==> src/rtl/bootlock_sector_map.sv <==
module bootlock_sector_map #(
  parameter int AW = 18,
  parameter int BOOT_BITS = 13,
  parameter int TAG_LSB = 12,
  parameter logic [AW-TAG_LSB-1:0] P1_TAG = 'h03,
  parameter logic [AW-TAG_LSB-1:0] P2_TAG = 'h05,
  parameter logic [AW-TAG_LSB-1:0] MAIN_TAG = 'h3F,
  parameter logic [AW-1:0] ID_LOCK_ADDR = 'h00002
) (
  input  logic          clk,
  input  logic          rst_n,
  input  logic          req_valid,
  input  logic [1:0]    req_kind,
  input  logic [AW-1:0] req_addr,
  input  logic          arm_lock,
  input  logic          hv_override,
  input  logic          id_mode,
  input  logic [AW-1:0] id_addr,
  output logic          res_valid,
  output logic [3:0]    erase_mask,
  output logic          prog_ok,
  output logic          reject,
  output logic          locked,
  output logic          id_bit0
);
  localparam int TAG_W = AW - TAG_LSB;
  localparam logic [1:0] K_WHOLE = 2'b01, K_SECT = 2'b10, K_PROG = 2'b11;

  logic lock_q;
  logic [3:0] nxt_mask;
  logic nxt_ok, nxt_rej;

  wire guard = lock_q & ~hv_override;
  wire [TAG_W-1:0] tag = req_addr[AW-1:TAG_LSB];
  wire in_boot = (req_addr[AW-1:BOOT_BITS] == '0);

  always_comb begin
    nxt_mask = '0;
    nxt_ok = 1'b0;
    nxt_rej = 1'b0;
    case (req_kind)
      K_WHOLE: if (guard) nxt_rej = 1'b1; else nxt_mask = 4'b1111;
      K_SECT:
        if (tag == P1_TAG) nxt_mask = 4'b0010;
        else if (tag == P2_TAG) nxt_mask = 4'b0100;
        else if (tag == MAIN_TAG) nxt_mask = guard ? 4'b1000 : 4'b1001;
        else nxt_rej = 1'b1;
      K_PROG: if (in_boot && guard) nxt_rej = 1'b1; else nxt_ok = 1'b1;
      default: nxt_rej = 1'b1;
    endcase
  end

  always_ff @(posedge clk or negedge rst_n) begin
    if (!rst_n) begin
      lock_q <= 1'b0;
      res_valid <= 1'b0;
      erase_mask <= '0;
      prog_ok <= 1'b0;
      reject <= 1'b0;
    end else begin
      if (arm_lock) lock_q <= 1'b1;
      res_valid <= req_valid;
      erase_mask <= req_valid ? nxt_mask : 4'b0000;
      prog_ok <= req_valid & nxt_ok;
      reject <= req_valid & nxt_rej;
    end
  end

  assign locked = lock_q;
  assign id_bit0 = id_mode && (id_addr == ID_LOCK_ADDR) && lock_q;

  p_lock_sticky_r2: assert property (@(posedge clk) disable iff (!rst_n)
    lock_q |=> lock_q);
  p_arm_sets_r2: assert property (@(posedge clk) disable iff (!rst_n)
    arm_lock |=> lock_q);
  p_boot_spared_r5: assert property (@(posedge clk) disable iff (!rst_n)
    (req_valid && lock_q && !hv_override) |=> !erase_mask[0]);
  p_reject_empty_r10: assert property (@(posedge clk) disable iff (!rst_n)
    reject |-> (erase_mask == 4'b0000) && !prog_ok);
  p_result_due_r11: assert property (@(posedge clk) disable iff (!rst_n)
    req_valid |=> res_valid);
  p_quiet_r11: assert property (@(posedge clk) disable iff (!rst_n)
    !res_valid |-> (erase_mask == 4'b0000) && !prog_ok && !reject);
  p_prog_no_erase_r7: assert property (@(posedge clk) disable iff (!rst_n)
    prog_ok |-> (erase_mask == 4'b0000) && !reject);
endmodule

==> config.mk <==
export PLATFORM = sky130hd
export DESIGN_NAME = bootlock_sector_map
export DESIGN_NICKNAME = d
export VERILOG_FILES = /design/src/rtl/bootlock_sector_map.sv
export SDC_FILE = /design/constraint.sdc
export NUM_CORES = 1
export LEC_CHECK = 0
export BUFFER_PORTS_ARGS = -buffer_cell sky130_fd_sc_hd__buf_2
export CORE_MARGIN = 2
export CORE_UTILIZATION = 30
export CTS_CLUSTER_SIZE = 14
export DETAILED_ROUTE_END_ITERATION = 8
export GPL_TIMING_DRIVEN = 0
export PLACE_DENSITY = 0.72
export SETUP_SLACK_MARGIN = 0.05
export SYNTH_ARGS = -nofsm -noshare
export SYNTH_HDL_FRONTEND = slang
export SYNTH_SLANG_ARGS = --single-unit
export TNS_END_PERCENT = 50
==> constraint.sdc <==
create_clock -name clk -period 1.3 [get_ports clk]
set_input_delay 0.26 -clock clk [delete_from_list [all_inputs] [get_ports clk]]
set_output_delay 0.26 -clock clk [all_outputs]
set_load 0.03 [all_outputs]
==> results of run 1 <==
[logic make-up (layout without fill, tap and decap cells)]
kind of cell	after synthesis	in the layout	share of synthesized area, %
AND/OR/NAND/NOR	25	25	32.65
AO/OA/AOI/OAI	9	9	13.62
flip-flops	8	8	41.13
adder cells (fa/ha/maj)	4	4	10.28
buffers and inverters	3	49	2.313
[per-layer routing]
layer	part of all wire, %	vias to the layer above
li1	-	272
met1	34	233
met2	48	37
met3	14	4
met4	3.7	0
met5	0	-
[per-stage QoR]
| step | hold WS, ps | worst slack [ps] | std cells | TNS [ps] |
|---|---|---|---|---|
| 2_1_floorplan | -35.59 | 79.04 | 49 | 0 |
| 3_3_place_gp | 102.9 | -107.2 | 105 | -107.2 |
| 3_5_place_dp | 104.7 | -131.4 | 105 | -131.4 |
| 4_1_cts | 153.6 | -123.1 | 111 | -123.1 |
| 5_1_grt | 156.4 | -142.5 | 111 | -142.5 |
| 6_report | 164.1 | -74.12 | 111 | -74.12 |
[synth_stat cells]
cell type	n	area share (%)
a211oi_2	1	2.6
a21oi_1	4	4.1
a31oi_1	2	2.6
and2b_1	1	1.5
dfrtp_1	8	41
ha_1	4	10
inv_1	3	2.3
nand2_1	5	3.9
nand2_2	2	2.6
nand2b_1	1	1.3
nand3_1	1	1.0
nand4_1	3	3.9
nor2_1	2	1.5
nor2b_1	2	2.6
nor3_2	1	2.1
nor3_4	1	3.3
nor4_1	3	3.9
nor4b_1	1	1.8
nor4bb_1	1	2.1
o211ai_2	1	2.6
o311ai_1	1	1.8
or2_2	1	1.3
[worst register-to-register path, cell delays in order (launching register included)]
cell and delay (ps):
dfrtp_2 400, buf_4 140, and2b_1 200, nand2b_4 170, a211oi_2 190
[layout make-up]
class                      instances  area (sq um)
clock buffer                       4         26.28
sequential                         8         201.4
inverter                           3         11.26
multi-input combinational         38         305.3
fill                             156         718.2
timing repair buffer              42         224.0
tap                               16         20.02
[flip-flops by register name, summed over array words and instances, names as in the netlist]
name and count:
erase_mask 4, locked 1, prog_ok 1, reject 1, res_valid 1
[power by group through the flow]
stage          combinational (W)  clock (W)  sequential [W]
2_1_floorplan          0.0000393          0        0.000278
3_3_place_gp            0.000125          0        0.000262
3_5_place_dp            0.000129          0        0.000262
4_1_cts                 0.000132   0.000206        0.000258
5_1_grt                 0.000152   0.000221        0.000258
6_report                0.000138   0.000198        0.000258
[worst max path at each step]
stage | startpoint | to
floorplan | locked | id_bit0
global placement | id_addr[7] | id_bit0
detailed placement | id_addr[7] | id_bit0
CTS | locked | id_bit0
global route | locked | id_bit0
finish | locked | id_bit0
[timing repair]
action,CTS,global route
endpoints found under the hold margin,8,0
buffers inserted,1,0
hold buffers,1,0
endpoints found under the setup margin,1,4
gates resized for setup,2,4
==> flow_metrics.py, run 1 <==
metrics = {
    "clocking": {
        "cts.sinks": 8,
        "clock_latency_ps": 250,
        "clock-root-buffer": "clkbuf_4",
        "clock_path_buffers": 2,
        "cts_buffers": 3,
        "htree_num_levels": 1,
        "cts_tree": "done",
        "clkTransAtPathRegs_ps": 50,
    },
    "power_and_ir_drop": {
        "switching_share_pct": 26.37,
        "p_int_w": 0.0004371,
        "p_total_w": 0.0005937,
        "power_leakage_nw": 0.4049,
        "peakVddDrop_v": 0.0002231,
        "pwr-share-clk_pct": 33.3,
        "p_seq_share_pct": 43.4,
        "power.density_mw_per_mm2": 753.2,
        "p_sw_w": 0.0001565,
        "combPwrFrac_pct": 23.2,
    },
    "placement": {
        "dp_hpwl_microns": 992,
        "place_area_sq_um": 715.7,
        "place.gp.congestion": 0.7808,
        "io_buffers": 40,
    },
    "critical_path": {
        "criticalPathCategory": "reg -> out",
        "cp_max_fo": 2,
        "cp_num_buf_inv": 1,
        "r2r_cells": 4,
        "worst_path_max_delay_cell": "dfrtp_2",
        "cp_top_family": "simple AND/OR/NAND/NOR gates",
        "crit_required_ps": 1040,
        "path_cells": "nor4bb_4, nand2_1, nor2_4, buf_6",
        "r2r-start": "locked",
        "reg2reg_slack_ps": 110,
        "crit_path_max_incr_delay_ps": 350,
        "cp.arrival_ps": 1110,
        "reg2reg_to": "erase_mask[0]",
        "cp-end-kind": "primary output",
        "critical_path_cell_count": 4,
        "crit_path_start_kind": "flip-flop",
    },
    "final_layout": {
        "nNetsFinal": 144,
        "fin_util_pct": 52.33,
        "final_cell_mix": "buf_2 (39), dfrtp_1 (7), nand2_1 (5)",
        "drive_above_1_share_pct": 57.89,
        "antennaDiodeCount": 0,
        "stdcell_area_sq_um": 788.3,
        "area_delta_synth_final_pct": 61.95,
        "final_common_cell": "buf_2",
    },
    "status": {
        "outcome": "complete, but fails checks",
        "violations": "setup timing",
    },
    "sta": {
        "rsz0062_at_grt": "true",
        "drv_slew": 0,
        "layout_setup_ws_ps": -74.12,
        "finalHoldViolCount": 0,
        "finalSetupViolations": 1,
        "max_freq_ghz": 0.7277,
        "skew_ps": 3.418,
        "min_period_over_period_pct": 105.7,
        "slew_headroom_pct": 80.10,
        "worst_pin_slew_ps": 293.9,
        "fin_crit_ps": 1374,
    },
    "floorplanning": {
        "fp.dieArea_sq_mm": 0.001961,
        "core-area_sq_mm": 0.001506,
        "start_util_pct": 32.31,
        "num_rows": 14,
        "ioPinCount": 53,
        "die_w_microns": 44.28,
        "die_y_microns": 44.28,
    },
    "hold_path": {
        "hp-start": "req_valid",
        "hold_end": "res_valid",
        "hold_class": "in -> reg",
        "hold_depth": 1,
    },
    "global_routing": {
        "grt_pass1_wl_microns": 1787,
        "antenna_found_initial": 0,
        "grt_pass1_vias": 499,
        "met1_usage_pct": 12.34,
        "grt_max_degree": 9,
        "grt.total_usage_pct": 13.03,
        "busiest_layer": "met2",
        "grt-ovfl-total": 0,
        "grtUsageMet3_pct": 2.041,
        "met2_usage_pct": 22.35,
    },
    "run": {
        "cap_violations": 0,
    },
    "synth": {
        "synth_warnings": 0,
        "synth_area_sq_um": 486.7,
        "syn_inst": 49,
        "ys_seq_area_share_pct": 41.13,
        "yosysUniqueCellTypes": 22,
        "synth_fp_nets": 97,
        "syn_area_per_cell_sq_um": 9.933,
        "synth-seq-cells": 8,
    },
    "detailed_routing": {
        "viasPerCell": 4.919,
        "drt_wl_total_microns": 1175,
        "drt_pass1_iterations": 1,
        "route.detailed.drc": 0,
        "wl_per_cell_microns": 10.59,
        "drtIter0Drc": 0,
        "drtAntennaViolNets": 0,
        "dr_total_vias": 546,
    },
}
Note: power is estimated with default switching activity, not from simulation.
==> run 2: changes to the inputs <==
--- a/config.mk
+++ b/config.mk
@@ -7,2 +7,3 @@
 export LEC_CHECK = 0
+export ABC_CLOCK_PERIOD_IN_PS = 1700
 export BUFFER_PORTS_ARGS = -buffer_cell sky130_fd_sc_hd__buf_2
==> constraint.sdc (replaced) <==
create_clock -name clk -period 1.7 [get_ports clk]
set_input_delay 0.34 -clock clk [delete_from_list [all_inputs] [get_ports clk]]
set_output_delay 0.34 -clock clk [all_outputs]
set_load 0.05 [all_outputs]
==> run 2 against run 1 <==
  * The flow now finishes without violations
  * Combinational power down 20%
  * Setup slack better by 240 ps
  * Largest cell class unchanged
  * Highest routed layer unchanged
  * Clock skew down 3.4 ps
  * Routed wire length down 5.1%
  * Utilization down 1.9 points
==> flow_metrics.py, run 2 (synthesis results as in run 1) <==
metrics = {
    "final_layout": {
        "final_common_cell": "buf_2",
        "largest_reg_flops": 4,
        "nNetsFinal": 143,
        "final_cell_mix": "buf_2 (39), dfrtp_1 (8), nand2_1 (5)",
        "drive_above_1_share_pct": 55.91,
        "area_delta_synth_final_pct": 56.04,
        "fin_util_pct": 50.42,
        "regMostFlops": "erase_mask",
        "antennaDiodeCount": 0,
        "final_cells": 109,
    },
    "clocking": {
        "clock-root-buffer": "clkbuf_4",
        "clock_path_buffers": 2,
        "clock_latency_ps": 240,
        "cts_buffers": 3,
        "cts_tree": "done",
        "htree_num_levels": 1,
        "clkTransAtPathRegs_ps": 50,
        "cts.sinks": 8,
    },
    "critical_path": {
        "criticalPathCategory": "reg -> out",
        "crit_path_start_kind": "flip-flop",
        "cp_max_fo": 4,
        "reg2reg_slack_ps": 590,
        "cp.arrival_ps": 1200,
        "cp-end-kind": "primary output",
        "crit_required_ps": 1360,
        "r2r-start": "locked",
        "reg2reg_to": "erase_mask[0]",
        "r2r_cells": 3,
    },
    "global_routing": {
        "grt.total_usage_pct": 12.45,
        "grt_max_degree": 9,
        "grt_pass1_wl_microns": 1738,
        "grt_pass1_vias": 497,
        "antenna_found_initial": 0,
        "grt-ovfl-total": 0,
    },
    "detailed_routing": {
        "drtAntennaViolNets": 0,
        "dr_total_vias": 536,
        "route.detailed.drc": 0,
        "viasPerCell": 4.917,
        "wl_per_cell_microns": 10.23,
        "drtIter0Drc": 3,
        "drt_wl_total_microns": 1115,
        "drt_pass1_iterations": 4,
    },
    "placement": {
        "dp_hpwl_microns": 964.6,
        "io_buffers": 40,
        "place.gp.congestion": 0.7530,
        "dpl.cell_count": 105,
        "place_ws_ps": 94.92,
    },
    "sta": {
        "layout_setup_ws_ps": 164.0,
        "rsz0062_at_grt": "false",
        "fin_crit_ps": 1536,
        "fin_tns_setup_ps": 0,
        "worst_pin_slew_ps": 324.0,
        "skew_ps": 0.04391,
        "max_freq_ghz": 0.6511,
        "finalSetupViolations": 0,
        "finalHoldViolCount": 0,
        "slew_headroom_pct": 78.06,
        "drv_slew": 0,
        "min_period_over_period_pct": 90.35,
    },
    "floorplanning": {
        "num_rows": 14,
        "die_y_microns": 44.28,
        "start_util_pct": 32.31,
        "die_w_microns": 44.28,
        "ioPinCount": 53,
        "fp.dieArea_sq_mm": 0.001961,
        "core-area_sq_mm": 0.001506,
    },
    "run": {
        "cap_violations": 0,
    },
    "hold_path": {
        "hold_class": "in -> reg",
        "hp-start": "req_valid",
        "hold_end": "res_valid",
        "hold_depth": 1,
    },
    "power_and_ir_drop": {
        "peakVddDrop_v": 0.0002471,
        "power_leakage_nw": 0.3838,
        "p_total_w": 0.0004413,
        "power.density_mw_per_mm2": 581.0,
    },
    "status": {
        "outcome": "completed",
    },
}
==> run 2: cell types whose count changed in the layout (fill, tap and decap cells not counted) <==
cell,change
dfrtp_2,-1
buf_4,-1
nand2b_1,+1
clkbuf_1,-1
nor4bb_4,-1
dfrtp_1,+1
nor4bb_2,+1
nand2b_4,-1
==> run 2: routing by layer <==
layer  wire length (microns)  share of wire [%]  vias to the layer above  track usage (%)
li1                        -                  -                      270                -
met2                     526                 47                       36            22.35
met5                       0                  0                        -                0
met3                     170                 15                        2            2.857
met1                     400                 36                      228            11.60
met4                      19                1.7                        0            10.91
==> run 2: critical path: stages (launching register included) <==
cell and delay (ps):
dfrtp_1 360, nor4bb_2 210, nand2_1 120, nor2_4 90, buf_6 160
==> run 2: what timing repair did <==
| action | 4_1_cts | 5_1_grt |
|---|---|---|
| hold buffers | 1 | 0 |
| buffers inserted | 0 | 0 |
| setup endpoints to repair | 1 | 1 |
| resized for setup | 1 | 2 |
| hold endpoints to repair | 8 | 0 |
==> run 2: final cells by class <==
class,count,area [sq um]
Fill cell,157,747.0
Tap cell,16,20.02
Inverter,3,11.26
Clock buffer,3,22.52
Timing Repair Buffer,41,216.5
Multi-Input combinational cell,38,289.0
Sequential cell,8,200.2
==> run 2: how the worst max path moves through the flow <==
stage,slack (ps),start,endpoint,cells past startpoint
global route,70,locked,id_bit0,4
detailed placement,90,id_addr[7],id_bit0,5
global placement,100,id_addr[7],id_bit0,5
floorplan,100,locked,id_bit0,3
finish,160,locked,id_bit0,4
CTS,80,locked,id_bit0,4
==> run 2: stage by stage <==
stage / cell area (sq um) / hold WS (ps)
2_1_floorplan: 494.2 / 44.41
3_3_place_gp: 714.4 / 183.0
3_5_place_dp: 714.4 / 184.6
4_1_cts: 749.5 / 225.4
5_1_grt: 759.5 / 231.7
6_report: 759.5 / 239.8
==> run 2: power breakdown <==
| group | leakage (nW) | switching (W) | total, W | internal (W) |
|---|---|---|---|---|
| logic | 0.268 | 0.0000638 | 0.000110 | 0.0000459 |
| clock network | 0.0138 | 0.0000541 | 0.000134 | 0.0000800 |
| registers | 0.102 | 0.00000105 | 0.000197 | 0.000196 |
